**src/rtl/fanout_reg.sv**
```systemverilog
module fanout_reg #(
  parameter int DW = 25,
  parameter int NW = 14,
  localparam int OW = (2 * NW > DW) ? 2 * NW : DW
) (
  input  logic          clk,
  input  logic          rst_n,
  input  logic          dup_mode,
  input  logic          arr_sel,
  input  logic          cs_a,
  input  logic          cs_b,
  input  logic [DW-1:0] d_in,
  output logic [OW-1:0] q_out
);

  logic [DW-1:0] data_q;
  logic          dup_q;
  logic          arr_q;
  logic          hold;

  assign hold = cs_a & cs_b;

  always_ff @(posedge clk or negedge rst_n) begin
    if (!rst_n) begin
      data_q <= '0;
      dup_q  <= 1'b0;
      arr_q  <= 1'b0;
    end else if (!hold) begin
      data_q <= d_in;
      dup_q  <= dup_mode;
      arr_q  <= arr_sel;
    end
  end

  logic [OW-1:0] map_one;
  logic [OW-1:0] map_a;
  logic [OW-1:0] map_b;

  assign map_one = OW'(data_q);
  assign map_a   = OW'({data_q[NW-1:0], data_q[NW-1:0]});

  for (genvar i = 0; i < NW; i++) begin : g_pair
    assign map_b[2*i]   = data_q[i];
    assign map_b[2*i+1] = data_q[i];
  end
  if (OW > 2 * NW) begin : g_pad
    assign map_b[OW-1:2*NW] = '0;
  end

  assign q_out = !dup_q ? map_one : (arr_q ? map_b : map_a);

  // Assertions
  always @(negedge clk) begin
    if (!rst_n) begin
      assert_reset_clear_R6: assert (q_out == '0);
    end
  end

  assert_freeze_hold_R7: assert property (@(posedge clk) disable iff (!rst_n)
    (cs_a && cs_b) |=> $stable(q_out));

  assert_straight_map_R2: assert property (@(posedge clk) disable iff (!rst_n)
    (!(cs_a && cs_b) && !dup_mode) |=> (q_out == OW'($past(d_in))));

  assert_stacked_map_R3: assert property (@(posedge clk) disable iff (!rst_n)
    (!(cs_a && cs_b) && dup_mode && !arr_sel) |=>
      (q_out[NW-1:0] == $past(d_in[NW-1:0])) && (q_out[2*NW-1:NW] == $past(d_in[NW-1:0])));

  for (genvar k = 0; k < NW; k++) begin : g_chk_pair
    assert_paired_map_R4: assert property (@(posedge clk) disable iff (!rst_n)
      (!(cs_a && cs_b) && dup_mode && arr_sel) |=>
        (q_out[2*k] == $past(d_in[k])) && (q_out[2*k+1] == $past(d_in[k])));
  end

  assert_zero_in_zero_out_R10: assert property (@(posedge clk) disable iff (!rst_n)
    (!(cs_a && cs_b) && d_in == '0) |=> (q_out == '0));

endmodule

```
**config.mk**
```make
export PLATFORM = sky130hd
export DESIGN_NAME = fanout_reg
export DESIGN_NICKNAME = d
export VERILOG_FILES = /design/src/rtl/fanout_reg.sv
export SDC_FILE = /design/constraint.sdc
export NUM_CORES = 1
export LEC_CHECK = 0
export ABC_AREA = 1
export BUFFER_PORTS_ARGS = -buffer_cell sky130_fd_sc_hd__buf_4
export CORE_MARGIN = 8
export CORE_UTILIZATION = 52
export DETAILED_ROUTE_END_ITERATION = 6
export PLACE_DENSITY = 0.84
export SYNTH_ARGS = -nofsm -noshare
export SYNTH_HDL_FRONTEND = slang
export SYNTH_SLANG_ARGS = --single-unit
```
**constraint.sdc**
```tcl
create_clock -name clk -period 1.5 [get_ports clk]
set_input_delay 0.225 -clock clk [delete_from_list [all_inputs] [get_ports clk]]
set_output_delay 0.225 -clock clk [all_outputs]
set_load 0.05 [all_outputs]
```
Word level (Yosys, flattened, before mapping)
Index checks and enable logic that the tools add are counted.
W data, S select, Z words.
- multiplexer cells: 2
- bitwise operators: 1
- operators by type and width (cell ; count):
    $mux W28 ; 1
    $mux W27 ; 1
    $and A1 B1 Y1 ; 1
- flip-flop bits (word level): 27
- input bits: 31
- output and inout port bits: 28
- logic and storage cells: 6

Longest topological paths before layout
Gate-level depths: netlist of run 1.
- word-level depth: 2
- mapped depth: 7
- depth with buffers taken out: 5

Worst setup path before layout of run 1
OpenSTA, ideal clock, no wires.
- path type: reg2out
- from: register arr_q
- to: output q_out[2]
- data arrival time: 1.739 ns
- data required time: 1.275 ns
- setup slack: -0.464 ns
- stages on the path, launching flop included: 5
- path buffers: 1
- cell sequence: dfrtp_1 > buf_6 > nand2_4 > clkinv_4 > o21ai_0
- cells in the longest elaborated chain, start to end: 2
- RTL lines (element ; line ; text):
    from (decl) ; 18 ; logic arr_q;
    from (signal assigned) ; 31 ; arr_q <= arr_sel;
    $mux W27 ; 50 ; assign q_out = !dup_q ? map_one : (arr_q ? map_b : map_a);
    $mux W28 ; 50 ;
    to (decl) ; 13 ; output logic [OW-1:0] q_out
No other way between the ends.

Worst setup path in the final report of run 1
- from: register arr_q
- to: output q_out[22]
The elaborated chain is that of the path after synthesis.

==> results.txt, run 1 <==
----------------------------------------------------
[Status]
  Result of the run ... finished, violations left
  Violated checks ... negative setup slack

[Critical path]
  CP max stage delay ... 550 ps
  CP Cell Sequence ... buf_8 -> nand2_4 -> nand2_1 -> nand2_1 -> nand2_1 -> buf_6
  Arrival @ worst endpoint ... 1510 ps
  CP delay by family, top ... flip-flops
  Worst Setup Path Type ... reg -> out
  Worst path buffer plus inverter count ... 2
  Required time of the critical path ... 1270 ps
  Worst Setup End Kind ... primary output
  Depth of the most critical reg-to-reg path ... 2
  Cell depth of the worst setup path ... 6
  Critical Path Fanout Max ... 5
  Most Frequent Cell on Critical Path ... sky130_fd_sc_hd__nand2_1
  Slowest cell on the critical path ... sky130_fd_sc_hd__dfrtp_2
  Startpoint types ... flop

[Pwr]
  Reported leakage power ... 1.28 nW
  Power per unit of standard cell area ... 982 nW/µm²
  Logic gate share of total power ... 47.3%
  Reported net switching power ... 0.000993 W
  Net Sw Frac ... 43.8%
  Worst VDD drop ... 0.818 mV
  Share of total power in the clock network ... 14.5%
  Internal power summed over all cells ... 0.00127 W
  Share of power burned in registers ... 38.2%

[STA]
  Final Skew ... 0 ps
  Number of pins exceeding their max-slew limit in the final report ... 0
  TNS Setup ... -5080 ps
  Post-route fraction of the period consumed by the critical path ... 116%
  Number of endpoints with negative hold slack in the final report ... 0
  Hold slack ... 73.8 ps
  Maximum clock frequency ... 0.577 GHz
  Final worst setup slack ... -234 ps
  Minimum clock period ... 1730 ps
  Transition time of the tightest slew-check pin ... 346 ps
  Setup repair after global routing missed its margin ... yes
  Final setup violation count ... 27
  Worst slew margin relative to its limit ... 76.9%

[Global route]
  Residual overflow from global routing ... 0
  Number of global-route vias before repair ... 1654
  Total routing resource utilization after global routing ... 18.1%
  Initial antenna violation count ... 0
  Largest net degree at the start of global routing ... 43
  Wire length of the first global-routing pass ... 7510 µm

[Floorplan]
  Initial standard-cell utilization of the core ... 54.9%
  Core ar. ... 2780 µm²
  Width of the chip ... 70.2 µm
  Die Ht ... 70.2 µm
  Total Die Area ... 4930 µm²
  FP Rows ... 19
  I/O pins ... 59

[Synthesis]
  Mean Syn Cell Area ... 7.23 µm²
  Compound-Gate Fraction of Synth Area ... 12.5%
  Total standard cell area after synthesis ... 1530 µm²
  Post-synth top area share ... 44.3%
  Adder-Cell Fraction of Synth Area ... 0%
  Main area contributors after synthesis ... sky130_fd_sc_hd__dfrtp_1 44%, sky130_fd_sc_hd__nand2_1 27%, sky130_fd_sc_hd__o21ai_2 5.7%, sky130_fd_sc_hd__o21ai_1 4.9%, sky130_fd_sc_hd__nand3_1 3.9%
  Dominant combinational cell family by area after synthesis ... simple AND/OR/NAND/NOR gates
  Post-Syn Instances ... 211
  Most area-hungry cell type in the Yosys netlist ... sky130_fd_sc_hd__dfrtp_1
  Number of flip-flops and latches in the synthesized netlist ... 27
  Fraction of the mapped netlist area in simple logic gates ... 32.2%
  Multiplexer fraction of the synthesized cell area ... 0%
  Fraction of the yosys area taken by sequential cells ... 44.3%
  Net count after synthesis ... 242
  Post-synthesis cell type count ... 16
  Fraction of synthesized cell area in xor and xnor cells ... 0%
  Number of warnings issued by yosys ... 0

[Layout]
  FF/Latch Area ... 678 µm²
  Layout cell share with drive strength beyond 1 ... 42.8%
  Highest-count cells in the layout ignoring fill and taps ... 86 x sky130_fd_sc_hd__nand2_1, 33 x sky130_fd_sc_hd__buf_4, 25 x sky130_fd_sc_hd__dfrtp_1, 22 x sky130_fd_sc_hd__buf_6, 16 x sky130_fd_sc_hd__o21ai_1
  Area occupied by multi-input gates ... 826 µm²
  Most common library cell in the layout ignoring fill and taps ... sky130_fd_sc_hd__nand2_1
  Utilization after layout ... 83.0%
  Count of filler cells inserted in the layout ... 185
  Number of standard cells in the layout, taps in and fillers out ... 300
  Final layout net count ... 301
  Syn-to-layout area delta ... 51.2%
  Ant. Diodes ... 0

[Drt]
  Post-route DRC violation count ... 0
  Routed wire length ... 5090 µm
  Average routed wire per standard cell ... 17.0 µm
  Metal-1 WL ... 1950 µm
  Post-route antenna net violation count ... 0
  Routed wl met3 ... 327 µm
  Max layer used ... met4
  First-pass iteration count of the detailed router ... 4
  Number of vias after detailed routing ... 1660
  Routed wire length on met2 ... 2650 µm
  Number of violations reported at the end of detailed-routing iteration 0 ... 138
  Via-to-Cell Ratio ... 5.53

[Clock tree]
  Clock insertion delay at the later pin of the skew report ... 330 ps
  Root buf cell ... sky130_fd_sc_hd__clkbuf_4
  CTS tree ... done
  Clock buffer count from CTS ... 3
  Clock transition at the registers of the reported paths ... 150 ps
  Deepest clock path buffer count ... 2
  Sinks on Clock Net ... 27
  H-tree Lvls ... 1

[Placement]
  Final weighted congestion in routability-driven placement ... 0.779
  Port Buffers ... 58
  Estimated wirelength of the detail-placed design ... 2980 µm
  Worst setup timing slack at the placement stage ... 69.3 ps
  Cell Count Post-Placement ... 290

[Flow run]
  Total of max-cap violations ... 0

[Hold path]
  Worst hold path depth ... 3
  Class of the worst hold path ... in -> reg

----------------------------------------------------
## sequential cells by signal, summed over array words and instances, names as in the netlist
register / cells
data_q: 25
dup_q: 1
arr_q: 1
## power by group through the flow
stage	sequential, W	clock (W)	combinational [W]
CTS	0.000849	0.000315	0.000986
global route	0.000871	0.000356	0.00113
detailed placement	0.000855	0	0.000869
global placement	0.000854	0	0.000862
floorplan	0.000836	0	0.000625
finish	0.000866	0.000329	0.00107
## what timing repair did
item / CTS / global route
setup endpoints to repair: 27 / 27
buffers inserted: 2 / 0
hold buffers: 1 / 0
gates cloned: 3 / 0
pin swaps: 1 / 17
gates resized for setup: 46 / 37
endpoints found under the hold margin: 27 / 0
## metal layers
metal | vias up | global-route usage [%]
met1 | 784 | 20.4
met4 | 0 | 6.92
met3 | 20 | 4.80
met2 | 83 | 31.6
met5 | - | 0
li1 | 773 | -
## final cells by class
class	instances	share of cell area, %
Inverter	17	3.63
Timing Repair inverter	3	1.68
Clock inverter	1	0.217
Timing Repair Buffer	63	26.7
Clock buffer	3	0.976
Sequential cell	27	29.4
Multi-Input combinational cell	155	35.8
Tap cell	31	1.68
## kinds of logic (layout without fill, tap and decap cells)
logic type	after synthesis	count (layout)
AO/OA/AOI/OAI	30	30
buffers and inverters	29	87
AND/OR/NAND/NOR	125	125
flip-flops	27	27
## worst min-delay path, delay by kind of cell
kind,cells,cell delay (ps)
simple gates,2,80
buf+inv,1,80
## synth_stat cells
cell                       number
sky130_fd_sc_hd__buf_12         1
sky130_fd_sc_hd__nand2_1      110
sky130_fd_sc_hd__o21ai_1       15
sky130_fd_sc_hd__clkinv_4       1
sky130_fd_sc_hd__buf_6          3
sky130_fd_sc_hd__inv_2          2
sky130_fd_sc_hd__inv_1         14
sky130_fd_sc_hd__dfrtp_1       27
sky130_fd_sc_hd__nor2_1         2
sky130_fd_sc_hd__a21oi_2        1
sky130_fd_sc_hd__o21ai_0        4
sky130_fd_sc_hd__buf_4          2
sky130_fd_sc_hd__buf_2          6
sky130_fd_sc_hd__nand3_1       12
sky130_fd_sc_hd__nand2_4        1
sky130_fd_sc_hd__o21ai_2       10
## per-stage QoR
| step | cell area (µm²) | power (W) |
|---|---|---|
| 2_1_floorplan | 1530 | 0.00146 |
| 3_3_place_gp | 1940 | 0.00172 |
| 3_5_place_dp | 1940 | 0.00172 |
| 4_1_cts | 2180 | 0.00215 |
| 5_1_grt | 2310 | 0.00236 |
| 6_report | 2310 | 0.00227 |
## final timing paths
path	startpoint	end	slack (ps)
setup / recovery	arr_q	q_out[22]	-230
hold / removal	d_in[15]	data_q[15]	70
setup reg to reg	arr_q	arr_q	590
hold reg to reg	data_q[17]	data_q[17]	520
max in group asynchronous	rst_n	arr_q	900
min in group asynchronous	rst_n	data_q[5]	320
Power figures use the tool's default switching activity.
==> inputs of run 2 (changes only) <==
ABC_AREA = 0   (was 1)
==> results.txt, run 2 <==
----------------------------------------------------
[Synthesis]
  Net count after synthesis ... 153 (-37%)
  Fraction of the yosys area taken by sequential cells ... 43.9% (-0.36 points)
  Post-synth EDFFs ... 0 (unchanged)
  Number of warnings issued by yosys ... 0 (unchanged)
  Mean Syn Cell Area ... 12.6 µm² (+74%)
  Fraction of registers with async set or reset after synthesis ... 100% (unchanged)
  Post-synth top area share ... 43.9% (-0.36 points)
  Number of flip-flops and latches in the synthesized netlist ... 27 (unchanged)
  Post-synthesis cell type count ... 15 (-1)
  Commonest cells post-synth ... 27 x sky130_fd_sc_hd__dfrtp_1, 20 x sky130_fd_sc_hd__mux2_4, 13 x sky130_fd_sc_hd__mux2i_1
  Ys flop type ... sky130_fd_sc_hd__dfrtp_1
  Most area-hungry cell type in the Yosys netlist ... sky130_fd_sc_hd__dfrtp_1
  Most common cell in the synthesized netlist ... sky130_fd_sc_hd__dfrtp_1
  Post-Syn Instances ... 122 (-42%)
  Main area contributors after synthesis ... sky130_fd_sc_hd__dfrtp_1 44%, sky130_fd_sc_hd__mux2_4 20%, sky130_fd_sc_hd__mux2i_1 8.5%, sky130_fd_sc_hd__a21o_1 5.9%, sky130_fd_sc_hd__mux2_2 5.9%
  Total standard cell area after synthesis ... 1540 µm² (+0.82%)

[Critical path]
  CP delay by family, top ... flip-flops
  Slowest cell on the critical path ... sky130_fd_sc_hd__dfrtp_2
  Worst path buffer plus inverter count ... 2 (unchanged)
  Startpoint types ... flop
  Arrival @ worst endpoint ... 1510 ps (about the same)
  Terminus of the critical flop-to-flop path ... dup_q
  CP max stage delay ... 490 ps (-60 ps)
  Reg-to-reg critical path startpoint ... dup_q
  Required time of the critical path ... 1270 ps (about the same)
  Worst Setup Path Type ... reg -> out
  Worst reg2reg setup slack ... 470 ps (-120 ps)
  CP Cell Sequence ... buf_12 -> mux2i_1 -> a21oi_1 -> buf_4
  Worst Setup End Kind ... primary output
  Depth of the most critical reg-to-reg path ... 2 (unchanged)
  Critical Path Fanout Max ... 8 (+3)

[Drt]
  Routed wire length ... 4130 µm (-19%)
  Post-route DRC violation count ... 0 (unchanged)
  Post-route antenna net violation count ... 0 (unchanged)
  Via-to-Cell Ratio ... 5.57 (+0.75%)
  Average routed wire per standard cell ... 19.3 µm (+14%)
  Number of violations reported at the end of detailed-routing iteration 0 ... 48 (-65%)
  Number of vias after detailed routing ... 1193 (-28%)
  First-pass iteration count of the detailed router ... 4 (unchanged)

[Hold path]
  Worst hold path depth ... 2 (-1)
  Origin of the worst min-delay path ... d_in[13]
  Endpoint of the worst hold path ... data_q[13]
  Class of the worst hold path ... in -> reg

[Floorplan]
  I/O pins ... 59 (unchanged)
  Total Die Area ... 4960 µm² (+0.63%)
  Initial standard-cell utilization of the core ... 55.3% (+0.45 points)
  Die Ht ... 70.4 µm (+0.31%)
  Core ar. ... 2780 µm² (unchanged)
  FP Rows ... 19 (unchanged)
  Width of the chip ... 70.4 µm (+0.31%)

[Global route]
  Wire length of the first global-routing pass ... 6420 µm (-15%)
  Number of global-route vias before repair ... 1332 (-19%)
  Total routing resource utilization after global routing ... 15.6% (-2.5 points)
  Largest net degree at the start of global routing ... 28 (-35%)
  Residual overflow from global routing ... 0 (unchanged)
  Initial antenna violation count ... 0 (unchanged)

[STA]
  Final Skew ... 0 ps (unchanged)
  Worst slew margin relative to its limit ... 68.6% (-8.3 points)
  Setup repair after global routing missed its margin ... yes
  Number of endpoints with negative hold slack in the final report ... 0 (unchanged)
  Transition time of the tightest slew-check pin ... 471 ps (+125 ps)
  Minimum clock period ... 1730 ps (-3.78 ps)
  Maximum clock frequency ... 0.578 GHz (+0.22%)
  Final setup violation count ... 27 (unchanged)
  Hold slack ... 125 ps (+51.0 ps)
  Final worst setup slack ... -230 ps (+3.78 ps)
  Number of pins exceeding their max-slew limit in the final report ... 0 (unchanged)
  Post-route fraction of the period consumed by the critical path ... 115% (-0.25 points)

[Layout]
  Register with the most flip-flops ... data_q
  Syn-to-layout area delta ... 42.7%
  Highest-count cells in the layout ignoring fill and taps ... 42 x sky130_fd_sc_hd__buf_4, 25 x sky130_fd_sc_hd__dfrtp_1, 20 x sky130_fd_sc_hd__mux2_4, 19 x sky130_fd_sc_hd__buf_6, 12 x sky130_fd_sc_hd__a21o_1
  Number of flip-flops under the largest register name ... 25 (unchanged)
  Largest registers ... data_q (25), arr_q (1), dup_q (1)
  Count of filler cells inserted in the layout ... 179 (-3.2%)
  Final layout net count ... 215 (-29%)
  Ant. Diodes ... 0 (unchanged)
  Most common library cell in the layout ignoring fill and taps ... sky130_fd_sc_hd__buf_4
  Layout cell share with drive strength beyond 1 ... 62.8% (+20 points)

[Flow run]
  Total of max-cap violations ... 0 (unchanged)

[Clock tree]
  Deepest clock path buffer count ... 2 (unchanged)
  Sinks on Clock Net ... 27 (unchanged)
  Clock transition at the registers of the reported paths ... 140 ps (about the same)
  Clock insertion delay at the later pin of the skew report ... 320 ps (about the same)
  Clock buffer count from CTS ... 3 (unchanged)
  CTS tree ... done
  H-tree Lvls ... 1 (unchanged)
  Root buf cell ... sky130_fd_sc_hd__clkbuf_4

[Placement]
  Port Buffers ... 58 (unchanged)
  Estimated wirelength of the detail-placed design ... 2940 µm (-1.4%)
  Worst setup timing slack at the placement stage ... 96.1 ps (+26.8 ps)
  Final weighted congestion in routability-driven placement ... 0.796 (+2.2%)

[Pwr]
  Worst VDD drop ... 0.788 mV (-3.7%)
  Power per unit of standard cell area ... 1010 nW/µm² (+2.4%)
  Reported leakage power ... 1.14 nW (-11%)

[Status]
  Result of the run ... finished, violations left
  Violated checks ... negative setup slack

----------------------------------------------------
[run 2: cell families (layout without fill, tap and decap cells)]
family / after synthesis / count (layout) / share of synthesized area [%]
compound gates: 23 / 23 / 9.43
flops: 27 / 27 / 43.9
buf+inv: 9 / 70 / 5.53
simple gates: 22 / 22 / 7.32
mux: 41 / 41 / 33.8
[run 2: how the worst max path moves through the flow]
stage,from,to,slack [ps],depth (start not counted)
floorplan,dup_q,q_out[15],-210,3
global placement,dup_q,q_out[20],160,4
detailed placement,dup_q,q_out[20],100,4
CTS,arr_q,q_out[17],-220,4
global route,arr_q,q_out[23],-290,4
finish,arr_q,q_out[16],-230,4
[run 2: final cells by class]
class	instances	area [µm²]	area share (%)
sequential	27	678	30.9
clock buffer	3	22.5	1.03
tap	31	38.8	1.77
timing repair buffer	66	604	27.5
multi-input combinational	86	847	38.6
clock inverter	1	5.00	0.228
[run 2: worst register-to-register path, stage by stage (launching register included)]
cell                      delay (ps)
sky130_fd_sc_hd__dfrtp_2         480
sky130_fd_sc_hd__buf_8           180
sky130_fd_sc_hd__mux2_2          280
[run 2: where the power goes]
part / switching, W / internal [W]
sequential: 0.0000741 / 0.000790
combinational: 0.000594 / 0.000443
clock: 0.000210 / 0.0000998
total: 0.000878 / 0.00133
[run 2: layer usage]
| layer | part of all wire, % | track usage [%] | vias to the layer above |
|---|---|---|---|
| met5 | 0 | 0 | - |
| met4 | 1.3 | 4.69 | 0 |
| met3 | 7.3 | 4.52 | 6 |
| met2 | 51 | 26.3 | 55 |
| met1 | 40 | 18.4 | 576 |
| li1 | - | - | 556 |
[run 2: repair_timing]
action / CTS / global route
gates resized for setup: 20 / 17
pin swaps: 5 / 8
hold buffers: 1 / 0
setup buffers: 2 / 0
endpoints found under the setup margin: 27 / 27
cloned: 0 / 1
endpoints found under the hold margin: 27 / 0
[run 2: metrics by stage]
stage / setup TNS, ps / cells / utilization [%] / cell area [µm²] / total power, W
floorplan: -2080 / 122 / - / 1550 / 0.00151
global route: -6330 / 214 / 78.9 / 2200 / 0.00230
detailed placement: 0 / 206 / 71.2 / 1980 / 0.00180
finish: -5180 / 214 / 78.9 / 2200 / 0.00221
CTS: -4820 / 213 / 75.5 / 2100 / 0.00217
global placement: 0 / 206 / 71.2 / 1980 / 0.00178
